$ cat src/rtl/ec_host_pkg.sv
package ec_host_pkg;

  localparam int BYTE_W = 8;

  localparam logic [BYTE_W-1:0] CMD_REG_READ  = 8'h80;
  localparam logic [BYTE_W-1:0] CMD_REG_WRITE = 8'h81;
  localparam logic [BYTE_W-1:0] CMD_BURST_ON  = 8'h82;
  localparam logic [BYTE_W-1:0] CMD_BURST_OFF = 8'h83;
  localparam logic [BYTE_W-1:0] CMD_QUERY     = 8'h84;

  localparam int ST_OBF   = 0;
  localparam int ST_IBF   = 1;
  localparam int ST_CMD   = 3;
  localparam int ST_BURST = 4;

  typedef enum logic [1:0] {
    SQ_IDLE,
    SQ_RD_ADDR,
    SQ_WR_ADDR,
    SQ_WR_DATA
  } seq_st_t;

  function automatic logic [BYTE_W-1:0] pack_status(input logic obf, input logic ibf,
                                                    input logic cmd, input logic burst);
    logic [BYTE_W-1:0] s;
    s = '0;
    s[ST_OBF]   = obf;
    s[ST_IBF]   = ibf;
    s[ST_CMD]   = cmd;
    s[ST_BURST] = burst;
    return s;
  endfunction

  function automatic logic is_known_cmd(input logic [BYTE_W-1:0] c);
    return (c >= CMD_REG_READ) && (c <= CMD_QUERY);
  endfunction

endpackage

$ cat src/rtl/ec_ibf_timer.sv
module ec_ibf_timer #(
  parameter int CONSUME_CYC = 4
) (
  input  logic clk,
  input  logic rst_n,
  input  logic load,
  output logic consume
);
  localparam int CNT_W = $clog2(CONSUME_CYC + 1);

  logic [CNT_W-1:0] cnt_q;

  always_ff @(posedge clk) begin
    if (!rst_n)          cnt_q <= '0;
    else if (load)       cnt_q <= CNT_W'(CONSUME_CYC);
    else if (cnt_q != 0) cnt_q <= cnt_q - 1'b1;
  end

  // a reload in the same cycle wins: the replaced byte is never consumed
  assign consume = (cnt_q == CNT_W'(1)) && !load;

  a_r3_count_from_load: assert property (@(posedge clk) disable iff (!rst_n)
    load |=> (cnt_q == CNT_W'(CONSUME_CYC)));

endmodule

$ cat src/rtl/ec_cmd_seq.sv
module ec_cmd_seq
  import ec_host_pkg::*;
(
  input  logic              clk,
  input  logic              rst_n,
  input  logic              consume,
  input  logic [BYTE_W-1:0] in_byte,
  input  logic              in_is_cmd,
  input  logic [BYTE_W-1:0] reg_rdata,
  output logic              reg_req,
  output logic              reg_we,
  output logic [BYTE_W-1:0] reg_addr,
  output logic [BYTE_W-1:0] reg_wdata,
  output logic              out_vld,
  output logic [BYTE_W-1:0] out_byte,
  output logic              burst
);
  seq_st_t st_q;
  logic    rd_land;
  logic    cmd_unknown;

  assign rd_land     = reg_req && !reg_we;
  assign cmd_unknown = consume && in_is_cmd && !is_known_cmd(in_byte);

  always_ff @(posedge clk) begin
    if (!rst_n) begin
      st_q      <= SQ_IDLE;
      reg_req   <= 1'b0;
      reg_we    <= 1'b0;
      reg_addr  <= '0;
      reg_wdata <= '0;
      out_vld   <= 1'b0;
      out_byte  <= '0;
      burst     <= 1'b0;
    end else begin
      reg_req <= 1'b0;
      out_vld <= 1'b0;
      if (rd_land) begin
        out_vld  <= 1'b1;
        out_byte <= reg_rdata;
      end
      if (consume) begin
        if (in_is_cmd) begin
          st_q <= SQ_IDLE;
          case (in_byte)
            CMD_REG_READ:  st_q  <= SQ_RD_ADDR;
            CMD_REG_WRITE: st_q  <= SQ_WR_ADDR;
            CMD_BURST_ON:  burst <= 1'b1;
            CMD_BURST_OFF: burst <= 1'b0;
            CMD_QUERY: begin
              out_vld  <= 1'b1;
              out_byte <= '0;
            end
            default: ;
          endcase
        end else begin
          case (st_q)
            SQ_RD_ADDR: begin
              reg_req  <= 1'b1;
              reg_we   <= 1'b0;
              reg_addr <= in_byte;
              st_q     <= SQ_IDLE;
            end
            SQ_WR_ADDR: begin
              reg_addr <= in_byte;
              st_q     <= SQ_WR_DATA;
            end
            SQ_WR_DATA: begin
              reg_req   <= 1'b1;
              reg_we    <= 1'b1;
              reg_wdata <= in_byte;
              st_q      <= SQ_IDLE;
            end
            default: ;
          endcase
        end
      end
    end
  end

  a_r5_write_after_data: assert property (@(posedge clk) disable iff (!rst_n)
    (reg_req && reg_we) |-> ($past(st_q) == SQ_WR_DATA));

  a_r10_unknown_idles: assert property (@(posedge clk) disable iff (!rst_n)
    cmd_unknown |=> (st_q == SQ_IDLE) && !reg_req && (burst == $past(burst)));

endmodule

$ cat src/rtl/ec_host_port.sv
module ec_host_port
  import ec_host_pkg::*;
#(
  parameter int CONSUME_CYC = 4,
  parameter int HADDR_W     = 3
) (
  input  logic               clk,
  input  logic               rst_n,
  input  logic               hst_wr,
  input  logic               hst_rd,
  input  logic [HADDR_W-1:0] hst_addr,
  input  logic [7:0]         hst_wdata,
  output logic [7:0]         hst_rdata,
  output logic               reg_req,
  output logic               reg_we,
  output logic [7:0]         reg_addr,
  output logic [7:0]         reg_wdata,
  input  logic [7:0]         reg_rdata
);
  localparam logic [HADDR_W-1:0] OFS_DATA = HADDR_W'(0);
  localparam logic [HADDR_W-1:0] OFS_CTRL = HADDR_W'(4);

  logic              sel_data, sel_ctrl;
  logic              host_wr_any, host_wr_cmd, host_rd_data;
  logic              consume, out_vld, burst;
  logic [BYTE_W-1:0] out_byte;
  logic [BYTE_W-1:0] in_byte_q;
  logic              in_is_cmd_q, ibf_q, obf_q;

  assign sel_data     = (hst_addr == OFS_DATA);
  assign sel_ctrl     = (hst_addr == OFS_CTRL);
  assign host_wr_any  = hst_wr && (sel_data || sel_ctrl);
  assign host_wr_cmd  = hst_wr && sel_ctrl;
  assign host_rd_data = hst_rd && sel_data;

  always_ff @(posedge clk) begin
    if (!rst_n) begin
      in_byte_q   <= '0;
      in_is_cmd_q <= 1'b0;
      ibf_q       <= 1'b0;
    end else if (host_wr_any) begin
      in_byte_q   <= hst_wdata;
      in_is_cmd_q <= host_wr_cmd;
      ibf_q       <= 1'b1;
    end else if (consume) begin
      ibf_q <= 1'b0;
    end
  end

  always_ff @(posedge clk) begin
    if (!rst_n)            obf_q <= 1'b0;
    else if (out_vld)      obf_q <= 1'b1;
    else if (host_rd_data) obf_q <= 1'b0;
  end

  always_comb begin
    hst_rdata = '0;
    if (sel_data)      hst_rdata = out_byte;
    else if (sel_ctrl) hst_rdata = pack_status(obf_q, ibf_q, in_is_cmd_q, burst);
  end

  ec_ibf_timer #(.CONSUME_CYC(CONSUME_CYC)) u_timer (
    .clk     (clk),
    .rst_n   (rst_n),
    .load    (host_wr_any),
    .consume (consume)
  );

  ec_cmd_seq u_seq (
    .clk       (clk),
    .rst_n     (rst_n),
    .consume   (consume),
    .in_byte   (in_byte_q),
    .in_is_cmd (in_is_cmd_q),
    .reg_rdata (reg_rdata),
    .reg_req   (reg_req),
    .reg_we    (reg_we),
    .reg_addr  (reg_addr),
    .reg_wdata (reg_wdata),
    .out_vld   (out_vld),
    .out_byte  (out_byte),
    .burst     (burst)
  );

  a_r2_cmd_flag: assert property (@(posedge clk) disable iff (!rst_n)
    host_wr_cmd |=> ibf_q && in_is_cmd_q);

  a_r3_consume_only_full: assert property (@(posedge clk) disable iff (!rst_n)
    consume |-> ibf_q);

  a_r4_obf_on_fill: assert property (@(posedge clk) disable iff (!rst_n)
    out_vld |=> obf_q);

  a_r6_read_empties: assert property (@(posedge clk) disable iff (!rst_n)
    (host_rd_data && !out_vld) |=> !obf_q);

  a_r11_stray_write: assert property (@(posedge clk) disable iff (!rst_n)
    (hst_wr && !sel_data && !sel_ctrl && !ibf_q) |=> !ibf_q);

endmodule

$ cat config.mk
export PLATFORM = sky130hd
export DESIGN_NAME = ec_host_port
export DESIGN_NICKNAME = d
export VERILOG_FILES = /design/src/rtl/ec_host_pkg.sv /design/src/rtl/ec_ibf_timer.sv /design/src/rtl/ec_cmd_seq.sv /design/src/rtl/ec_host_port.sv
export SDC_FILE = /design/constraint.sdc
export NUM_CORES = 1
export LEC_CHECK = 0
export BUFFER_PORTS_ARGS = -buffer_cell sky130_fd_sc_hd__buf_2
export CAP_MARGIN = 15
export CORE_MARGIN = 2
export CORE_UTILIZATION = 52
export DETAILED_ROUTE_END_ITERATION = 16
export PLACE_DENSITY = 0.88
export SLEW_MARGIN = 25
export SYNTH_ARGS = -nofsm -noshare
export SYNTH_HDL_FRONTEND = slang
export SYNTH_SLANG_ARGS = --single-unit
$ cat constraint.sdc
create_clock -name clk -period 2.5 [get_ports clk]
set_clock_uncertainty 0.15 [all_clocks]
set_input_delay 0.375 -clock clk [delete_from_list [all_inputs] [get_ports clk]]
set_output_delay 0.375 -clock clk [all_outputs]
set_load 0.1 [all_outputs]
Word level (Yosys, flattened, before mapping)
Cells that the tools add are included.
{ "totals": {"regBits": 44, "latchBits": 0, "ramBits": 0, "mem_bits_ro": 0, "out_inout_bits": 26, "word_cells": 75, "mem_count": 0} }
{ "op_classes": {"addsub": 1, "n_mul": 0, "div": 0, "n_lt_le_gt_ge": 0, "n_eq_ne": 10, "shifts": 0, "n_mux": 22, "bitwise": 3, "n_reduce_logical": 25} }
{ "ops": {"columns": ["cell", "count"], "rows": [
  ["== test 8 bit (second input constant)", 5],
  ["two-way mux 8 bit", 5],
  ["AND reduction 3 bit", 4],
  ["nonzero test 2 bit", 5],
  ["two-way mux 1 bit", 9],
  ["one-hot mux 2 bit (2 select lines)", 2],
  ["two-way mux 3 bit", 2],
  ["nonzero test 3 bit", 2],
  ["OR reduction 2 bit", 3],
  ["logical AND 1 bit", 5],
  ["two-way mux 5 bit", 1],
  ["== test 2 bit (second input constant)", 2],
  ["one-hot mux 1 bit (2 select lines)", 2],
  ["== test 3 x 1 -> 1 bit (second input constant)", 1],
  ["== test 3 bit (second input constant)", 1],
  ["logical NOT 3 bit", 1],
  ["NOT 1 bit", 3],
  ["OR reduction 3 bit", 1],
  ["subtractor 3 x 1 -> 3 bit (second input constant)", 1],
  ["== test 2 x 1 -> 1 bit (second input constant)", 1],
  ["logical NOT 1 bit", 2],
  ["two-way mux 2 bit", 1],
  ["AND reduction 2 bit", 1],
  ["logical OR 1 bit", 1]
]} }

Longest topological paths before layout
Gate-level depths: netlist of run 1.
{ "logic_depth": {"ltp_word": 7, "depth_mapped": 8, "depth_no_buf": 6} }

Modules after synthesis
Synthesis of run 1 repeated with hierarchy kept, for this count alone.
{ "hier_totals": {"cells_unflattened": 208, "hier_area_um2": 1930.6} }
{ "modules_own_cells": {"columns": ["mod", "n_inst", "cells_per_inst", "area_each_um2", "seq_area_each_um2"], "rows": [
  ["ec_cmd_seq", 1, 128, 1213.7, 600.6],
  ["ec_host_port", 1, 61, 534.3, 220.2],
  ["ec_ibf_timer", 1, 19, 182.7, 60.1]
]} }

Worst setup path after synthesis of run 1
Ideal clock, no wire load.
{ "synth_timing": {"path_kind": "in2out", "start": "in hst_addr[2]", "end": "out hst_rdata[0]", "arrival_time_ns": 2.770, "path_slack_ns": -0.795, "path_stages": 3, "path_buffers": 1, "cell_sequence": "clkbuf_1 mux2i_1 nor3_1"} }
{ "synth_between": {"elab_chain_len": 3, "word_cells_on_any_way": 4} }
{ "synth_rtl": {"columns": ["element", "line", "text"], "rows": [
  ["start: declaration", "ec_host_port.sv:11", "input logic [HADDR_W-1:0] hst_addr,"],
  ["== test 3 bit", "ec_host_port.sv:31", "assign sel_ctrl = (hst_addr == OFS_CTRL);"],
  ["two-way mux 5 bit", "ec_host_port.sv:59", "else if (sel_ctrl) hst_rdata = pack_status(obf_q, ibf_q, in_is_cmd_q, burst);"],
  ["two-way mux 8 bit (*)", "ec_host_port.sv:58", "if (sel_data) hst_rdata = out_byte;"],
  ["end: declaration", "ec_host_port.sv:13", "output logic [7:0] hst_rdata,"]
]} }
Every way passes the cells marked *; elsewhere a longest branch is shown, timed or not.

Final worst setup path of run 1
{ "layout_timing": {"start": "in hst_addr[1]", "end": "out hst_rdata[6]"} }
{ "layout_between": {"elab_chain_len": 2} }
{ "layout_rtl": {"columns": ["element", "line", "text"], "rows": [
  ["logical NOT 3 bit", "ec_host_port.sv:30", "assign sel_data = (hst_addr == OFS_DATA);"],
  ["two-way mux 8 bit", "ec_host_port.sv:58", null]
]} }
No other way between the ends.

==> results.toml, run 1 <==
[floorplan]
num_rows = 22
chipWidth_um = 64.9
die_area_sq_um = 4210
core-area_sq_um = 3610
start_util_pct = 53.4
fp.dieH_um = 64.9
pin_count = 49

[timing]
fmax_ghz = 0.477
slew_headroom_pct = 51.7
finalCriticalPeriod_ns = 2.10
timing.setup.tns_ns = 0
worst-slew-pin-transition_ns = 0.724
setup_viol = 0
fin_ws_ns = 0.405
fin_crit_sh_pct = 83.8
hold_viol_final = 0
rsz0062_at_grt = "false"
holdWs_ns = 0.167
slew_violations = 0

[setup_path]
critPathLaunchType = "primary input"
crit_required_ns = 1.98
worstSetupPathType = "in2out"
worstPathArrival_ns = 1.57
critPathCaptureType = "primary output"
cp_max_fo = 7

[synthesis]
yosys.area.top_type_share_pct = 45.7
synth-xor-area-share_pct = 0.455
synth-simple-area-share_pct = 24.6
synthMuxAreaShare_pct = 7.28
ys_seq_elements = 44
synth_top_family_by_area = "simple AND/OR/NAND/NOR gates"
synth.distinct_cells = 35
synthCells = 224
synth_area_leaders = "dfxtp_1 46%, nand2_1 11%, mux2i_1 7.3%, a21boi_0 4.3%, ha_1 3.9%"
yosys.area.top_type = "dfxtp_1"
synth-compound-area-share_pct = 13.4
ys.warnings.count = 0
syn_avg_cell_area_sq_um = 8.60
synth_fp_nets = 253
ys_seq_area_share_pct = 45.7
netlist_area_sq_um = 1930
yosys.area_share.adder_pct = 3.90

[drt]
wirelength_um = 3710
ant_nets = 0
dr.pass1.iters = 4
routedWlPerCell_um = 11.8
initialDrtViolationCount = 74
drc = 0
viasPerCell = 5.23
route.vias.total = 1636

[run_status]
status = "complete, no violations"

[cells_and_area]
nets = 294
syn2layout_area_growth_pct = 18.1
post-route-util_pct = 63.1
diodes = 0
drive_gt1_share_pct = 24.2

[place]
place_worst_setup_slack_ns = 0.382
place_hpwl_um = 2700
place.gp.congestion = 0.819
portBuffers = 48

[clock_network]
cts.path.max_buffers = 2
holdBufCountCts = 0
cts_tree = "built"
clockRootBuffer = "clkbuf_8"
htree_levels = 2
path_clk_slew_ns = 0.07
numCtsBuffers = 5
cts.sinks = 44
clock_latency_ns = 0.29
cts_resized = 0
post_cts_buffers = 0

[grt]
grt_max_degree = 46
grtUsageTotal_pct = 19.1
antenna_found_initial = 0
grt_pass1_wl_um = 6280
gr-total-overflow = 0
grt_pass1_vias = 1480

[power]
power_density_nw_per_um2 = 620
post-layout-total-power_mw = 1.41
ir_worst_vdd_uv = 399
p_leak_nw = 0.987

[flow_run]
cap_violations = 0

[min_path]
hp-class = "in2reg"
[critical path, cell delays in order]
cell and delay (ns):
buf_2 0.15, nor3_1 0.43, and2_1 0.19, buf_2 0.42
[state kept, by name, indices dropped and copies added (netlist names), 2 cells and up]
register and cells:
u_seq.reg_addr 8, u_seq.reg_wdata 8, u_seq.st_q 2, in_byte_q 8, u_seq.out_byte 8, u_timer.cnt_q 3
[routing by layer]
metal	routed length (um)	up-vias	GRT usage [%]	share of wire, %
li1	-	835	-	-
met5	0	-	0	0
met3	156	13	4.51	4.2
met1	1650	749	23.4	45
met4	106	0	10.6	2.9
met2	1790	39	30.8	48
[cell usage after synthesis]
library cell,count
nor2_1,7
inv_1,4
and2_1,4
nand2b_1,6
or3b_2,1
a311o_1,1
nor4_1,3
ha_1,6
nand2_1,55
nor3b_1,1
o21a_1,1
mux2i_1,14
a21boi_0,11
o311a_1,1
or4_1,1
nand3b_1,1
nor2b_1,3
or4_4,1
clkbuf_1,7
nand4_1,1
a21oi_2,1
xnor2_1,1
nand3_1,8
o31ai_4,1
o21ai_1,8
dfxtp_1,44
o211a_1,1
a21oi_1,9
buf_1,3
or2_1,1
buf_2,3
nor3_1,9
buf_6,2
o21ai_0,3
a211oi_1,1
[cells by family (layout without fill, tap and decap cells)]
family / count (synthesis) / count (layout)
and+or+nand+nor: 102 / 102
DFF: 44 / 44
AOI/OAI and AO/OA: 38 / 38
buffers and inverters: 19 / 60
muxes: 14 / 14
adders and majority gates: 6 / 6
xor gates and xnor gates: 1 / 1
[layout make-up]
| class | instances | area, sq um |
|---|---|---|
| Tap cell | 48 | 60.1 |
| Timing Repair Buffer | 49 | 248 |
| Fill cell | 323 | 1330 |
| Inverter | 4 | 15.0 |
| Sequential cell | 44 | 881 |
| Clock buffer | 7 | 96.3 |
| Multi-Input combinational cell | 161 | 975 |
[where the power goes]
part | internal [mW] | switching, mW
Combinational | 0.0835 | 0.115
Clock | 0.246 | 0.216
Sequential | 0.728 | 0.0221
[worst paths after layout]
path                           startpoint                        endpoint  slack (ns)  cells after the start
max                           hst_addr[1]                    hst_rdata[6]        0.40                      4
min                          reg_rdata[2]    u_seq.out_byte[2]$_SDFF_PN0_        0.17                      3
max reg2reg    u_seq.st_q[0]$_SDFFE_PN0P_  u_seq.reg_addr[3]$_SDFFE_PN0P_        0.51                      5
min reg2reg  u_seq.out_byte[7]$_SDFF_PN0_    u_seq.out_byte[7]$_SDFF_PN0_        0.30                      2
[cell usage in the layout, fill, tap and decap left out, types with 3 or more instances in the layout]
cell | Yosys | routed
ha_1 | 6 | 6
clkbuf_8 | 0 | 7
and2_1 | 4 | 4
nor4_1 | 3 | 3
a21oi_1 | 9 | 9
nor2b_1 | 3 | 3
inv_1 | 4 | 4
mux2i_1 | 14 | 14
o21ai_1 | 8 | 8
dfxtp_1 | 44 | 44
nand2_1 | 55 | 55
nand2b_1 | 6 | 6
o21ai_0 | 3 | 3
nand3_1 | 8 | 8
nor3_2 | 0 | 4
buf_2 | 3 | 48
nor2_1 | 7 | 7
nor3_1 | 9 | 5
a21boi_0 | 11 | 11
[stage by stage]
stage          std cells  cell area [sq um]
3_3_place_gp         306               2180
6_report             313               2270
5_1_grt              313               2270
4_1_cts              313               2270
2_1_floorplan        224               1950
3_5_place_dp         306               2180
Power figures use the tool's default switching activity.
==> run 2: changes to the inputs <==
Settings changed: CORE_UTILIZATION 52 to 47, PLACE_DENSITY 0.88 to 0.85.
Clock period 2.5 ns to 1.7 ns, I/O delays scaled along.
==> results.toml, run 2 (synthesis gave the netlist of run 1 again) <==
[timing]
holdWs_ns = 0.0299
fin_ws_ns = -0.0421
worst-slew-pin-transition_ns = 0.503
finalCriticalPeriod_ns = 1.74
setup_viol = 15
slew_violations = 0
fmax_ghz = 0.574
rsz0062_at_grt = "true"
fin_crit_sh_pct = 102
slew_headroom_pct = 66.7
hold_viol_final = 0
timing.setup.tns_ns = -0.295

[cells_and_area]
drive_gt1_share_pct = 39.0
mostFrequentLayoutCell = "nand2_1"
nets = 320
regArea_sq_um = 890
final_cell_mix = "55 x nand2_1, 40 x buf_2, 37 x dfxtp_1, 23 x buf_4, 12 x mux2i_1"
nFillCells = 286
diodes = 0
multiInputGateArea_sq_um = 1090
syn2layout_area_growth_pct = 42.7

[grt]
antenna_found_initial = 0
gr-total-overflow = 0
grt_max_degree = 23
grt_pass1_vias = 1567
grtUsageTotal_pct = 20.5
grt_pass1_wl_um = 7010

[run_status]
status = "finished with violations"
failed_checks = "negative setup slack"

[drt]
wl_met1_um = 1970
routedWlPerCell_um = 14.3
ant_nets = 0
wl_met3_um = 233
wirelength_um = 4900
viasPerCell = 5.23
dr.pass1.iters = 4
route.vias.total = 1790
routed.top_layer = "met4"
initialDrtViolationCount = 134
drc = 0
wl_met2_um = 2510

[power]
power_density_nw_per_um2 = 839
p_leak_nw = 1.18
ir_worst_vdd_uv = 810

[floorplan]
start_util_pct = 48.5
pin_count = 49
fp.dieH_um = 68.0
core-area_sq_um = 3970
die_area_sq_um = 4620
chipWidth_um = 68.0
num_rows = 23

[clock_network]
cts.sinks = 44
cts_tree = "built"
clock_latency_ns = 0.30
path_clk_slew_ns = 0.09
htree_levels = 2
numCtsBuffers = 5
cts.path.max_buffers = 2
clockRootBuffer = "clkbuf_8"

[setup_path]
worstPathArrival_ns = 1.83
worstSetupPathType = "reg2reg"
critPathLaunchType = "flip-flop"
r2r_slack_ns = -0.04
critPathCaptureType = "flip-flop"
cp_max_fo = 2
crit_required_ns = 1.79

[place]
place.gp.congestion = 0.884
portBuffers = 48
place_hpwl_um = 3170

[flow_run]
cap_violations = 0

[min_path]
hp-class = "in2reg"
==> run 2: cell types whose count changed in the layout (fill, tap and decap cells not counted), sizes merged <==
cell,change
buf,+26
bufinv,+1
clkbuf,-1
clkinv,+1
==> run 2: metal layers <==
layer	GRT usage, %	vias up
li1	-	895
met1	25.4	819
met2	32.6	54
met3	4.61	22
met4	11.8	0
met5	0	-
==> run 2: power breakdown <==
part	leakage [nW]	internal [mW]	switching, mW
Clock	0.0552	0.436	0.350
Combinational	0.764	0.206	0.213
Sequential	0.359	1.07	0.0289
Total	1.18	1.71	0.592
==> run 2: layout make-up <==
class | count | area share (%)
multi-input combinational | 161 | 39.5
clock buffer | 6 | 2.64
clock inverter | 2 | 1.28
inverter | 4 | 0.546
sequential | 44 | 32.4
timing repair buffer | 75 | 21.4
tap | 50 | 2.28
==> run 2: repair_timing <==
item	CTS	global route
endpoints found under the setup margin	16	20
resized for setup	8	7
pin swaps	1	3
setup buffers	1	3
endpoints found under the hold margin	0	0
hold buffers	0	0
==> run 2: critical path, cell delays in order (launching register included) <==
cell	delay, ns
dfxtp_2	0.32
or2_1	0.24
or4_4	0.45
buf_4	0.17
nor3_2	0.20
o21a_1	0.15
==> run 2: worst paths after layout <==
| path | from | to | cells past startpoint |
|---|---|---|---|
| min | reg_rdata[7] | u_seq.out_byte[7]$_SDFF_PN0_ | 3 |
| max reg2reg | in_byte_q[5]$_SDFFE_PN0P_ | u_seq.out_vld$_SDFF_PN0_ | 5 |
| max | in_byte_q[5]$_SDFFE_PN0P_ | u_seq.out_vld$_SDFF_PN0_ | 5 |
| min reg2reg | u_seq.out_byte[7]$_SDFF_PN0_ | u_seq.out_byte[7]$_SDFF_PN0_ | 2 |
==> run 2: stage by stage <==
step / util, % / total power [mW] / std cells / setup WS, ns / instance area [sq um]
CTS: 67.8 / 2.28 / 339 / -0.0235 / 2690
global route: 69.2 / 2.41 / 342 / -0.0775 / 2750
finish: 69.2 / 2.31 / 342 / -0.0421 / 2750
global placement: 64.1 / 1.48 / 330 / -0.000684 / 2540
floorplan: - / 1.36 / 224 / -0.0465 / 2030
detailed placement: 64.1 / 1.49 / 330 / -0.0429 / 2540
==> run 3: changes to the inputs <==
Settings changed: BUFFER_PORTS_ARGS -buffer_cell sky130_fd_sc_hd__buf_2 to -buffer_cell sky130_fd_sc_hd__clkbuf_2.
==> results.toml, run 3 (synthesis gave the netlist of run 1 again) <==
[run_status]
status = "finished with violations"
failed_checks = "negative setup slack"

[grt]
grt_most_used_layer = "met2"
grtUsageMet1_pct = 25.1
grt_max_degree = 20
grtUsageTotal_pct = 21.8
gr-total-overflow = 0
antenna_found_initial = 0
met3_usage_pct = 4.77
grt_pass1_wl_um = 7360
grt_pass1_vias = 1647
use_met2_pct = 36.9

[cells_and_area]
fin_cells = 340
drive_gt1_share_pct = 40.0
final_cell_mix = "55 x nand2_1, 40 x clkbuf_2, 38 x dfxtp_1, 21 x buf_4, 12 x mux2i_1"
mostFrequentLayoutCell = "nand2_1"
design_area_sq_um = 2760
syn2layout_area_growth_pct = 43.1
nets = 318
diodes = 0

[floorplan]
chipWidth_um = 68.0
pin_count = 49
core-area_sq_um = 3970
start_util_pct = 48.5
die_area_sq_um = 4620
num_rows = 23
fp.dieH_um = 68.0

[clock_network]
cts_tree = "built"
cts.path.max_buffers = 2
holdBufCountCts = 0
path_clk_slew_ns = 0.09
clock_latency_ns = 0.31
clockRootBuffer = "clkbuf_8"
numCtsBuffers = 5
htree_levels = 2
cts.sinks = 44

[timing]
holdWs_ns = 0.00554
slew_headroom_pct = 63.3
hold_viol_final = 0
finalCriticalPeriod_ns = 1.80
fmax_ghz = 0.554
fin_crit_sh_pct = 106
setup_viol = 17
worst-slew-pin-transition_ns = 0.553
timing.setup.tns_ns = -0.866
rsz0062_at_grt = "true"
slew_violations = 0
fin_ws_ns = -0.104

[min_path]
hp-class = "in2reg"

[power]
post-layout-total-power_mw = 2.38
p_leak_nw = 1.16
power_density_nw_per_um2 = 865
ir_worst_vdd_uv = 611

[flow_run]
cap_violations = 0

[setup_path]
crit_slowest_cell = "or4_4"
crit_required_ns = 1.74
cp_max_fo = 16
crit_chain = "inv_2 > ha_4 > or4_4 > nand3_1 > o21ai_1"
worstPathArrival_ns = 1.84
slowest_delay_ns = 0.65
critPathLaunchType = "flip-flop"
critPathCaptureType = "flip-flop"
worstSetupPathType = "reg2reg"

[drt]
drc = 0
viasPerCell = 5.43
dr.pass1.iters = 4
ant_nets = 0
initialDrtViolationCount = 148
routedWlPerCell_um = 15.4
route.vias.total = 1847
wirelength_um = 5240

[place]
dpl.cell_count = 330
place_hpwl_um = 3310
placed_cell_area_sq_um = 2540
place.gp.congestion = 0.903
portBuffers = 48
run 3: metrics by stage:
| stage | util [%] | worst slack, ns |
|---|---|---|
| 6_report | 69.4 | -0.104 |
| 5_1_grt | 69.4 | -0.126 |
| 4_1_cts | 68.2 | -0.0344 |
| 3_5_place_dp | 64.1 | -0.0733 |
| 3_3_place_gp | 64.1 | -0.000255 |
| 2_1_floorplan | - | -0.0465 |
run 3: power breakdown:
part           total [mW]  internal (mW)  leakage [nW]  switching [mW]
registers            1.10           1.07         0.359          0.0328
logic               0.432          0.208         0.743           0.224
clock network       0.849          0.480        0.0614           0.369
run 3: critical path: cells and delay by family, from the launching register on:
| kind | cells | cell delay, ns |
|---|---|---|
| simple gates | 2 | 0.80 |
| flops | 1 | 0.36 |
| fa+ha+maj | 1 | 0.21 |
| compound gates | 1 | 0.09 |
| buf+inv | 1 | 0.06 |
run 3: worst paths after layout:
kind	to	start	slack, ns	depth (start not counted)
worst min register to register	u_seq.reg_wdata[3]$_SDFFE_PN0P_	u_seq.reg_wdata[3]$_SDFFE_PN0P_	0.31	2
worst max register to register	u_seq.reg_addr[7]$_SDFFE_PN0P_	u_seq.st_q[0]$_SDFFE_PN0P_	-0.10	5
worst max-delay path	u_seq.reg_addr[7]$_SDFFE_PN0P_	u_seq.st_q[0]$_SDFFE_PN0P_	-0.10	5
worst min-delay path	u_seq.out_byte[6]$_SDFF_PN0_	reg_rdata[6]	0.006	3
run 3: final cells by class:
| class | count | area (sq um) |
|---|---|---|
| multi-input combinational | 161 | 1100 |
| tap | 50 | 62.6 |
| sequential | 44 | 888 |
| timing repair buffer | 73 | 572 |
| clock buffer | 6 | 82.6 |
| fill | 269 | 1210 |
| clock inverter | 2 | 38.8 |
| inverter | 4 | 15.0 |
run 3: per-layer routing:
layer / share of wire, % / vias to the layer above
li1: - / 882
met1: 40 / 884
met2: 52 / 62
met3: 4.5 / 19
met4: 3.3 / 0
met5: 0 / -
run 3: repair_timing:
action                                  in CTS  in global routing
buffers inserted                             1                  1
pin swaps                                    2                  3
gates resized for setup                      9                  8
cloned                                       0                  0
endpoints found under the setup margin      20                 21
